## src/rtl/idlk_pkg.sv

```systemverilog
package idlk_pkg;
  localparam int BYTE_W       = 8;
  localparam int ADDR_BYTES   = 3;
  localparam int ADDR_W       = BYTE_W * ADDR_BYTES;
  localparam int HDR_BITS     = BYTE_W * (1 + ADDR_BYTES);
  localparam int FRAME_BITS   = HDR_BITS + BYTE_W;
  localparam int CNT_MAX      = FRAME_BITS + 1;
  localparam int CNT_W        = $clog2(CNT_MAX + 1);
  localparam int QUAL_BIT     = 10;
  localparam int KEY_BIT      = 1;
  localparam int QUAL_IDX     = BYTE_W + (ADDR_W - 1 - QUAL_BIT);
  localparam int KEY_IDX      = HDR_BITS + (BYTE_W - 1 - KEY_BIT);

  localparam logic [BYTE_W-1:0] OP_WREN = 8'h06;
  localparam logic [BYTE_W-1:0] OP_LOCK = 8'h82;
  localparam logic [BYTE_W-1:0] OP_RDLK = 8'h83;

  typedef struct packed {
    logic [CNT_W-1:0]  cnt;
    logic [BYTE_W-1:0] op;
    logic              qual;
    logic              key;
  } frame_t;
endpackage

```

## src/rtl/idlk_rst_sync.sv

```systemverilog
module idlk_rst_sync #(
  parameter int STAGES = 2
) (
  input  logic clk,
  input  logic arst_n,
  output logic rst_n_o
);
  logic [STAGES-1:0] sync_q;

  always_ff @(posedge clk or negedge arst_n) begin
    if (!arst_n) sync_q <= '0;
    else         sync_q <= {sync_q[STAGES-2:0], 1'b1};
  end

  assign rst_n_o = sync_q[STAGES-1];
endmodule

```

## src/rtl/idlk_shift.sv

```systemverilog
module idlk_shift
  import idlk_pkg::*;
(
  input  logic   clk,
  input  logic   rst_n,
  input  logic   spi_sck,
  input  logic   spi_cs_n,
  input  logic   spi_mosi,
  output frame_t frm,
  output logic   cs_rise
);
  logic              sck_q, cs_q;
  logic              sck_rise;
  logic [BYTE_W-1:0] sh_q, sh_d;
  frame_t            frm_q, frm_d;

  always_comb begin
    sck_rise = spi_sck & ~sck_q & ~spi_cs_n;
    cs_rise  = spi_cs_n & ~cs_q;
    sh_d     = sh_q;
    frm_d    = frm_q;
    if (spi_cs_n) begin
      frm_d = '0;
    end else if (sck_rise) begin
      sh_d = {sh_q[BYTE_W-2:0], spi_mosi};
      if (frm_q.cnt == CNT_W'(BYTE_W - 1)) frm_d.op   = {sh_q[BYTE_W-2:0], spi_mosi};
      if (frm_q.cnt == CNT_W'(QUAL_IDX))   frm_d.qual = spi_mosi;
      if (frm_q.cnt == CNT_W'(KEY_IDX))    frm_d.key  = spi_mosi;
      if (frm_q.op == OP_RDLK && frm_q.cnt == CNT_W'(FRAME_BITS - 1))
        frm_d.cnt = CNT_W'(HDR_BITS);
      else if (frm_q.cnt < CNT_W'(CNT_MAX))
        frm_d.cnt = frm_q.cnt + 1'b1;
    end
  end

  always_ff @(posedge clk or negedge rst_n) begin
    if (!rst_n) begin
      sck_q <= 1'b0;
      cs_q  <= 1'b1;
      sh_q  <= '0;
      frm_q <= '0;
    end else begin
      sck_q <= spi_sck;
      cs_q  <= spi_cs_n;
      sh_q  <= sh_d;
      frm_q <= frm_d;
    end
  end

  assign frm = frm_q;


  read_wrap_chk: assert property (@(posedge clk) disable iff (!rst_n)
    (frm_q.op == OP_RDLK && frm_q.cnt >= CNT_W'(HDR_BITS)) |-> (frm_q.cnt < CNT_W'(FRAME_BITS)));
endmodule

```

## src/rtl/idlk_wcycle.sv

```systemverilog
module idlk_wcycle
  import idlk_pkg::*;
#(
  parameter int WR_CYCLES = 1000
) (
  input  logic   clk,
  input  logic   rst_n,
  input  logic   lock_rst_n,
  input  frame_t frm,
  input  logic   cs_rise,
  output logic   busy,
  output logic   wel,
  output logic   locked
);
  localparam int TMR_W = $clog2(WR_CYCLES + 1);

  logic             busy_q, busy_d, wel_q, wel_d, lock_q, lock_set;
  logic [TMR_W-1:0] tmr_q, tmr_d;
  logic             wren_ev, lock_ev, lock_ok;

  always_comb begin
    wren_ev  = cs_rise && frm.op == OP_WREN && frm.cnt == CNT_W'(BYTE_W);
    lock_ev  = cs_rise && frm.op == OP_LOCK;
    lock_ok  = frm.cnt == CNT_W'(FRAME_BITS) && frm.qual && frm.key && wel_q;
    busy_d   = busy_q;
    wel_d    = wren_ev ? 1'b1 : wel_q;
    tmr_d    = tmr_q;
    lock_set = 1'b0;
    if (busy_q) begin
      if (tmr_q == '0) begin
        busy_d   = 1'b0;
        wel_d    = 1'b0;
        lock_set = 1'b1;
      end else begin
        tmr_d = tmr_q - 1'b1;
      end
    end else if (lock_ev) begin
      if (lock_ok) begin
        busy_d = 1'b1;
        tmr_d  = TMR_W'(WR_CYCLES - 1);
      end else begin
        wel_d = 1'b0;
      end
    end
  end

  always_ff @(posedge clk or negedge rst_n) begin
    if (!rst_n) begin
      busy_q <= 1'b0;
      wel_q  <= 1'b0;
      tmr_q  <= '0;
    end else begin
      busy_q <= busy_d;
      wel_q  <= wel_d;
      tmr_q  <= tmr_d;
    end
  end

  always_ff @(posedge clk or negedge lock_rst_n) begin
    if (!lock_rst_n)   lock_q <= 1'b0;
    else if (lock_set) lock_q <= 1'b1;
  end

  assign busy   = busy_q;
  assign wel    = wel_q;
  assign locked = lock_q;


  wel_gate_chk: assert property (@(posedge clk) disable iff (!rst_n)
    $rose(busy_q) |-> $past(wel_q));

  key_gate_chk: assert property (@(posedge clk) disable iff (!rst_n)
    $rose(busy_q) |-> $past(frm.key));

  window_chk: assert property (@(posedge clk) disable iff (!rst_n)
    $rose(busy_q) |-> ($past(frm.cnt) == CNT_W'(FRAME_BITS)));

  cycle_end_chk: assert property (@(posedge clk) disable iff (!rst_n || !lock_rst_n)
    $fell(busy_q) |-> (lock_q && !wel_q));

  lock_sticky_chk: assert property (@(posedge clk) disable iff (!lock_rst_n)
    lock_q |=> lock_q);
endmodule

```

## src/rtl/idpage_lock_ctrl.sv

```systemverilog
module idpage_lock_ctrl
  import idlk_pkg::*;
#(
  parameter int WR_CYCLES = 1000
) (
  input  logic clk,
  input  logic rst_n,
  input  logic lock_rst_n,
  input  logic spi_sck,
  input  logic spi_cs_n,
  input  logic spi_mosi,
  output logic spi_miso,
  output logic spi_miso_oe,
  output logic busy,
  output logic wel,
  output logic locked
);
  logic              rst_s_n, lock_rst_s_n, cs_rise, rd_active;
  logic [BYTE_W-1:0] status_byte;
  frame_t            frm;

  idlk_rst_sync #(.STAGES(2)) i_rst_sync (
    .clk(clk), .arst_n(rst_n), .rst_n_o(rst_s_n));
  idlk_rst_sync #(.STAGES(2)) i_lock_rst_sync (
    .clk(clk), .arst_n(lock_rst_n), .rst_n_o(lock_rst_s_n));

  idlk_shift i_shift (
    .clk(clk), .rst_n(rst_s_n), .spi_sck(spi_sck), .spi_cs_n(spi_cs_n),
    .spi_mosi(spi_mosi), .frm(frm), .cs_rise(cs_rise));

  idlk_wcycle #(.WR_CYCLES(WR_CYCLES)) i_wcycle (
    .clk(clk), .rst_n(rst_s_n), .lock_rst_n(lock_rst_s_n), .frm(frm),
    .cs_rise(cs_rise), .busy(busy), .wel(wel), .locked(locked));

  always_comb begin
    status_byte = {{(BYTE_W-1){1'b0}}, locked};
    rd_active   = ~spi_cs_n && frm.op == OP_RDLK && frm.qual && frm.cnt >= CNT_W'(HDR_BITS);
    spi_miso_oe = rd_active;
    spi_miso    = rd_active & status_byte[~frm.cnt[2:0]];
  end
endmodule

```

## config.mk

```make
export PLATFORM = sky130hd
export DESIGN_NAME = idpage_lock_ctrl
export DESIGN_NICKNAME = d
export VERILOG_FILES = /design/src/rtl/idlk_pkg.sv /design/src/rtl/idlk_rst_sync.sv /design/src/rtl/idlk_shift.sv /design/src/rtl/idlk_wcycle.sv /design/src/rtl/idpage_lock_ctrl.sv
export SDC_FILE = /design/constraint.sdc
export NUM_CORES = 1
export LEC_CHECK = 0
export BUFFER_PORTS_ARGS = -buffer_cell sky130_fd_sc_hd__buf_2
export CORE_ASPECT_RATIO = 1.75
export CORE_MARGIN = 1
export CORE_UTILIZATION = 55
export DETAILED_ROUTE_END_ITERATION = 8
export PLACE_DENSITY_LB_ADDON = 0.3
export SETUP_SLACK_MARGIN = 0.1
export SLEW_MARGIN = 20
export SYNTH_ARGS = -nofsm -noshare
export SYNTH_HDL_FRONTEND = slang
export SYNTH_SLANG_ARGS = --single-unit
export TNS_END_PERCENT = 50
```

## constraint.sdc

```tcl
create_clock -name clk -period 1.65 [get_ports clk]
set_input_delay 0 -clock clk [delete_from_list [all_inputs] [get_ports clk]]
set_output_delay 0 -clock clk [all_outputs]
set_load 0.02 [all_outputs]
```

==> metrics.md, run 1 <==
| Metric | Value |
|---|---|
| Outcome | complete, but fails checks |
| Failing checks | setup timing |
| Crit path kind | reg -> reg |
| CTS root buf | clkbuf_8 |
| Final setup margin | -0.230 ns |
| Max Buffers Root-to-Sink | 2 |
| Pint | 0.00155 W |
| Area contributors post-synth | dfrtp_1 50%, mux2_2 4.4%, ha_1 3.7%, a22o_1 3.0%, xnor2_1 2.1% |
| Area of the mapped netlist | 2050 sq um |
| Crit path launch type | register |
| Diodes inserted | 0 |
| Final Core Density | 79.6% |
| RSZ-0062 raised after global routing | yes |
| Cts bufs inserted | 5 |
| Yosys top cell area share | 49.9% |
| CP Launch Point | i_wcycle.tmr_q[1]$_DFFE_PN0P_ |
| Die Wd | 48.2 um |
| CTS tree | built |
| Post-synth top flop | dfrtp_1 |
| Largest area contributor in the netlist | dfrtp_1 |
| Peak VDD IR | about 0.8 mV |
| Post-DP HPWL | 3470 um |
| Starting density of the core | 57.2% |
| Vias | approximately 1,800 |
| Worst Max-Slew Pin Slew | a little over 0.5 ns |
| CP max stage cell | dfrtp_1 |
| Tcrit/Tclk final | 114% |
| Filler cell count | roughly 210 |
| Share of cells above drive strength 1 | 46.2% |
| Skew final | 0.00792 ns |
| Seq pwr share | 57.7% |
| FMAX | 532 MHz |
| GRT Total Usage | between 20% and 30% |
| DR DRC count | 0 |
| NumNets Final | 260 |
| Vias in the first global route | 1,827 |
| Cell count after synthesis | 183 |
| Placer Congestion | 0.855 |
| Fraction of registers with async set or reset after synthesis | between 90% and 100% |
| Critical path buffer and inverter count | 1 |
| Vias per std cell | roughly 5.9 |
| Clock sink count | 42 |
| Final WL | 5240 um |
| Clock transition at path regs | about 0.080 ns |
| FF+latch count, synth | 42 |
| Netlist cell types | 51 |
| Final setup viols | 16 |
| Final hold viol count | 0 |
| Req. time, crit path | 1.84 ns |
| Core area | 3590 sq um |
| Slowest stage delay, CP | 0.40 ns |
| Pre-antenna DRT Iters | 4 |
| CP arrival | ~2.1 ns |
| Starting DRT DRC Count | 43 |
| DIE AREA | about 4000 sq um |
| Clock H-tree levels | 2 |
| Worst skew pair latency | 0.30 ns |
| Min Tclk post-route | 1.88 ns |
| EDFF count, synth | 0 |
| Largest net degree at the start of global routing | 38 |
| Pwr/cell area | 709 nW/um^2 |
| First-pass GRT wire length | 7800 um |
| Sequential share of the synthesized area | between 50 and 60% |
| Slew Viols, Final | 0 |
| # port buffers | 10 |
| Pre-CTS setup slack | -0.243 ns |
| Switching share of power | between 20% and 30% |
| Clock power share | 33.5% |
| Slew HR | approximately two thirds |
| Synthesized area per cell | 11.2 sq um |
| Num ports | 11 |
| Routed Antenna Nets | 0 |
| Worst Path Max Fanout | 6 |
| Switching power | 0.000480 W |
| Hold WC Path Type | reg -> async |
| LEAKAGE | 1.25 nW |
| CP top delay family | compound AO/OA/AOI/OAI gates |
| Gate power share | 8.8% |
| Wire per inst | 17.8 um |
| Yosys warning total | 0 |
| Worst reg2reg path startpoint | i_wcycle.tmr_q[1]$_DFFE_PN0P_ |
| Max_cap viols | 0 |
| CP endpoint kind | register |
| Die Ht | 82.9 um |
| Initial antenna violation count | 0 |
| Synth-to-Final Area Change | 39.2% |
| Core Rows | 29 |
| Gr ovfl total | 0 |
| Cell Chain, Critical Path | inv_2 -> ha_4 -> or3b_4 -> o31a_1 -> a31o_4 -> mux2_4 |
worst reg2reg max path, delay by kind of cell (launching register included):
kind            cells  cell delay [ns]
flops               1             0.40
compound gates      2             0.52
mux                 1             0.26
simple gates        1             0.38
buf+inv             1             0.08
fa+ha+maj           1             0.13
cell families after synthesis:
group                      Yosys count  share of synthesized area, %
buffers and inverters               14                          2.62
AOI/OAI and AO/OA                   45                          17.2
muxes                               12                          6.58
and+or+nand+nor                     58                          16.4
DFF                                 42                          51.2
other                                1                         0.183
adders and majority gates            6                          3.65
xor gates and xnor gates             5                          2.13
per-layer routing:
layer | global-route usage (%) | up-vias | part of all wire, %
met5 | 0 | - | 0
met3 | 6.09 | 19 | 2.3
met2 | 48.8 | 37 | 58
met1 | 26.8 | 886 | 36
li1 | - | 811 | -
met4 | 14.1 | 0 | 3.8
synthesized netlist by cell type (all sizes together) (3+ instances only):
master and instances:
nor4 3, nand3 4, nor3 8, nor2 11, o2bb2ai 3, nand4 4, a31o 3, a22o 7
nand2 9, ha 6, o21a 3, dfrtp 41, or3 3, xnor2 5, inv 8, clkbuf 6
mux2 9, a2bb2oi 3, a22oi 3, a21oi 8, mux2i 3
power groups by stage:
| stage | combinational [W] | sequential (W) | clock, W |
|---|---|---|---|
| after floorplan | 0.0000916 | 0.00118 | 0 |
| after global placement | 0.000146 | 0.00118 | 0 |
| after detailed placement | 0.000155 | 0.00119 | 0 |
| after CTS | 0.000171 | 0.00117 | 0.000692 |
| after global routing | 0.000192 | 0.00118 | 0.000744 |
| final | 0.000178 | 0.00117 | 0.000680 |
path summary, 6_finish.rpt:
path,slack (ns),to,depth (start not counted)
worst max-delay path,-0.23,i_wcycle.tmr_q[0]$_DFFE_PN0P_,6
worst min-delay path,0.009,i_wcycle.locked$_DFFE_PN0P_,0
worst max register to register,-0.23,i_wcycle.tmr_q[0]$_DFFE_PN0P_,6
worst min register to register,0.009,i_wcycle.locked$_DFFE_PN0P_,0
max in group asynchronous,1.02,i_shift.cs_q$_DFF_PN1_,1
min in group clk,0.08,i_shift.frm[1]$_DFFE_PN0P_,3
area by class of cell:
| class | instances | area, sq um | area share (%) |
|---|---|---|---|
| sequential | 42 | 1050 | 36.8 |
| clock inverter | 2 | 12.5 | 0.438 |
| tap | 46 | 57.6 | 2.01 |
| timing repair buffer | 63 | 477 | 16.7 |
| clock buffer | 6 | 82.6 | 2.89 |
| multi-input combinational | 128 | 1150 | 40.1 |
| inverter | 8 | 30.0 | 1.05 |
per-stage QoR:
stage	setup TNS, ns	total power [W]	area (sq um)	hold WS, ns	instances
detailed placement	-2.13	0.00135	2440	-0.214	272
CTS	-1.55	0.00203	2760	0.00835	293
floorplan	-1.16	0.00128	2070	-0.296	184
finish	-1.65	0.00203	2860	0.00891	295
global route	-2.66	0.00211	2860	0.0151	295
global placement	-1.36	0.00133	2440	-0.215	272
cells in the final DEF (no fill, tap or decap), types with 5 or more instances in the layout:
| cell type | instances |
|---|---|
| nand2_1 | 9 |
| nor2_1 | 8 |
| a22o_1 | 7 |
| clkbuf_8 | 6 |
| dfrtp_1 | 40 |
| dlygate4sd3_1 | 5 |
| buf_4 | 47 |
| a21oi_1 | 6 |
| mux2_2 | 7 |
| buf_2 | 8 |
sequential cells by signal, summed over array words and instances, names as in the netlist:
register                count
i_shift.frm                16
i_wcycle.tmr_q             10
i_shift.sh_q                7
i_lock_rst_sync.sync_q      2
i_rst_sync.sync_q           2
i_shift.cs_q                1
i_shift.sck_q               1
i_wcycle.busy               1
i_wcycle.locked             1
i_wcycle.wel                1
timing repair:
item                       in CTS  in global routing
pin swaps                       9                  4
setup endpoints to repair      27                 29
gates resized for setup        27                 16
hold buffers                    5                  0
buffers inserted                8                  2
hold endpoints to repair        8                  0
Note: power is estimated with default switching activity, not from simulation.
==> inputs of run 2 (changes only) <==
--- a/config.mk
+++ b/config.mk
@@ -15,5 +15,6 @@
 export SLEW_MARGIN = 20
 export SYNTH_ARGS = -nofsm -noshare
 export SYNTH_HDL_FRONTEND = slang
+export SYNTH_HIERARCHICAL = 1
 export SYNTH_SLANG_ARGS = --single-unit
 export TNS_END_PERCENT = 50
==> constraint.sdc (replaced) <==
create_clock -name clk -period 1.8 [get_ports clk]
set_input_delay 0 -clock clk [delete_from_list [all_inputs] [get_ports clk]]
set_output_delay 0 -clock clk [all_outputs]
set_load 0.02 [all_outputs]
==> run 2 against run 1 <==
Net effect:
- the run still ends with setup timing left
- clock skew fell by 0.0060 ns
- flip-flop and latch count did not move
- sequential share of layout area rose by 3.6 points
- fmax rose by 0.16%
- cell area fell by 8.8%
- global-route usage fell by 2.4 points
- highest routed layer unchanged
- clock-buffer cell count did not move
- critical endpoint is now i_wcycle/tmr_q[0]$_DFFE_PN0P_
- first-iteration DRC count fell by 30%
- register-to-register slack improved by 0.15 ns
- utilization fell by 7.8 points
- non-clock buffer count fell by 21
==> metrics.md, run 2 <==
| Metric | Value |
|---|---|
| Outcome | complete, but fails checks |
| Failing checks | setup timing |
| Slowest stage delay, CP | 0.52 ns |
| Vias per std cell | 5.86 |
| Share of cells above drive strength 1 | 36.3% |
| Max_cap viols | 0 |
| Hold WC Path Type | reg -> async |
| Sequential share of the synthesized area | 50.0% |
| Starting density of the core | 58.0% |
| Yosys top cell area share | 48.8% |
| DIE AREA | 4090 sq um |
| Core area | approximately 3600 sq um |
| Final setup viols | 3 |
| Final hold viol count | 0 |
| Initial antenna violation count | 0 |
| Req. time, crit path | 1.98 ns |
| CP max stage cell | or4_4 |
| Peak VDD IR | 0.832 mV |
| Area of the mapped netlist | 2100 sq um |
| Cell Chain, Critical Path | or4_4 -> o31ai_4 -> o41ai_4 -> buf_6 -> mux2_4 |
| Clock transition at path regs | 0.07 ns |
| Crit path kind | reg -> reg |
| Setup TNS Final | -0.144 ns |
| Post-synth top flop | dfrtp_1 |
| Die Ht | ~84 um |
| CP top delay family | simple AND/OR/NAND/NOR gates |
| CP arrival | between 2 and 2.5 ns |
| Fraction of registers with async set or reset after synthesis | 100% |
| # port buffers | 10 |
| Core Rows | 29 |
| NumNets Final | 233 |
| Wire per inst | 17.6 um |
| DR DRC count | 0 |
| Final setup margin | -0.0774 ns |
| Tcrit/Tclk final | 104% |
| EDFF count, synth | 0 |
| Cell count after synthesis | around 180 |
| Slew Viols, Final | 0 |
| Diodes inserted | 0 |
| Final WL | about 4700 um |
| Vias in the first global route | 1,606 |
| Mapped Nets | 189 |
| LEAKAGE | 1.15 nW |
| First-pass GRT wire length | 7630 um |
| Starting DRT DRC Count | 30 |
| Synthesized area per cell | 11.8 sq um |
| Worst Reg-to-Reg Cells | 5 |
| Pre-antenna DRT Iters | 4 |
| Max reg flops | 16 |
| Max Buffers Root-to-Sink | 2 |
| Largest area contributor in the netlist | dfrtp_1 |
| Most frequent cells in the layout | 40 x dfrtp_1, 27 x buf_4, 13 x nor2_1 |
| Num ports | 11 |
| Worst skew pair latency | 0.29 ns |
| Pwr/cell area | 691 nW/um^2 |
| CTS root buf | clkbuf_8 |
| FF+latch count, synth | 42 |
| GRT Total Usage | 25.3% |
| Skew final | between 0.0015 and 0.002 ns |
| Clock sink count | 42 |
| FMAX | 533 MHz |
| Vias | ~1,600 |
| Synth-to-Final Area Change | 23.8% |
| Min Tclk post-route | 1.88 ns |
| Cts bufs inserted | 5 |
| Placer Congestion | 0.828 |
| Routed Antenna Nets | 0 |
| Final Core Density | 71.8% |
| Largest net degree at the start of global routing | 38 |
| Crit path launch type | register |
| CP endpoint kind | register |
| CP Depth | 5 |
| Die Wd | ~49 um |
| Area contributors post-synth | dfrtp_1 49%, mux2_2 3.7%, ha_1 3.0%, a22o_1 2.9%, xnor2_1 2.9% |
| Worst Path Max Fanout | 8 |
| Gr ovfl total | 0 |
| Most frequent cells after synthesis | 41 x dfrtp_1, 13 x nor2_1, 8 x inv_1 |
| Most common cell in the netlist | dfrtp_1 |
| Netlist cell types | 55 |
| Most common cell after layout, fill and taps aside | dfrtp_1 |
| Critical path buffer and inverter count | 1 |
| Clock H-tree levels | 2 |
| Yosys warning total | 6 |
| CTS tree | built |
| RSZ-0062 raised after global routing | yes |
| Post-DP HPWL | 3410 um |
## run 2: cell types whose count changed after synthesis, sizes merged, moves of 4 or more
cell    previous run  this run
nor3               8         3
nor2b              1         6
nand2              9         3
clkbuf             6         2
a21oi              8         4
## run 2: worst register-to-register path: stages (launching register included)
cell and delay, ns:
dfrtp_1 0.43, or4_4 0.52, o31ai_4 0.25, o41ai_4 0.14
buf_6 0.16, mux2_4 0.25
## run 2: cells by family (layout without fill, tap and decap cells)
group / Yosys count / in the layout / share of synthesized area [%]
muxes: 12 / 12 / 6.36
and+or+nand+nor: 66 / 66 / 20.9
AOI/OAI and AO/OA: 30 / 30 / 12.7
buffers and inverters: 13 / 58 / 3.39
other: 2 / 2 / 0.357
DFF: 42 / 42 / 50.0
adders and majority gates: 5 / 5 / 2.97
xor gates and xnor gates: 8 / 8 / 3.33
## run 2: layout make-up
cell class	instances	area [sq um]
clock buffers	6	72.6
clock inverters	2	10.0
fillers	266	1020
inverters	8	30.0
multi-input cells	123	1070
flip-flops and latches	42	1050
well taps	46	57.6
repair buffers	42	317
## run 2: power by group
part / switching [W] / leakage (nW) / internal, W
Clock: 0.000306 / 0.0450 / 0.000269
Combinational: 0.0000684 / 0.581 / 0.0000838
Sequential: 0.0000556 / 0.522 / 0.00102
Total: 0.000429 / 1.15 / 0.00137
## run 2: layer usage
| layer | vias up | share of wire (%) | global-route usage, % |
|---|---|---|---|
| met4 | 0 | 3.4 | 13.9 |
| li1 | 736 | - | - |
| met3 | 14 | 2.4 | 4.01 |
| met2 | 33 | 58 | 46.6 |
| met5 | - | 0 | 0 |
| met1 | 794 | 36 | 26.3 |
## run 2: path summary, 6_finish.rpt
kind,startpoint,endpoint,slack (ns)
hold / removal,i_lock_rst_sync/sync_q[1]$_DFF_PN0_,i_wcycle/locked$_DFFE_PN0P_,0.003
setup / recovery,i_wcycle/tmr_q[8]$_DFFE_PN0P_,i_wcycle/tmr_q[0]$_DFFE_PN0P_,-0.08
setup reg to reg,i_wcycle/tmr_q[8]$_DFFE_PN0P_,i_wcycle/tmr_q[0]$_DFFE_PN0P_,-0.08
hold reg to reg,i_lock_rst_sync/sync_q[1]$_DFF_PN0_,i_wcycle/locked$_DFFE_PN0P_,0.003
max in group asynchronous,i_rst_sync/sync_q[1]$_DFF_PN0_,i_shift/cs_q$_DFF_PN1_,1.16
min in group clk,spi_cs_n,i_shift/cs_q$_DFF_PN1_,0.04
## run 2: repair_timing
action	CTS	global route
hold buffers	4	0
pin swaps	8	3
gates cloned	0	0
hold endpoints to repair	9	0
setup buffers	2	0
setup endpoints to repair	20	24
gates resized for setup	13	11
## run 2: metrics by stage
stage | worst slack, ns | hold slack, ns | std cells | total power [W] | area [sq um]
after floorplan | -0.0449 | -0.296 | 178 | 0.00118 | 2100
after global placement | -0.0193 | -0.216 | 255 | 0.00122 | 2370
after detailed placement | -0.0617 | -0.212 | 255 | 0.00124 | 2370
after CTS | -0.0979 | 0.00459 | 269 | 0.00182 | 2560
after global routing | -0.135 | 0.00430 | 269 | 0.00188 | 2610
final | -0.0774 | 0.00297 | 269 | 0.00180 | 2610
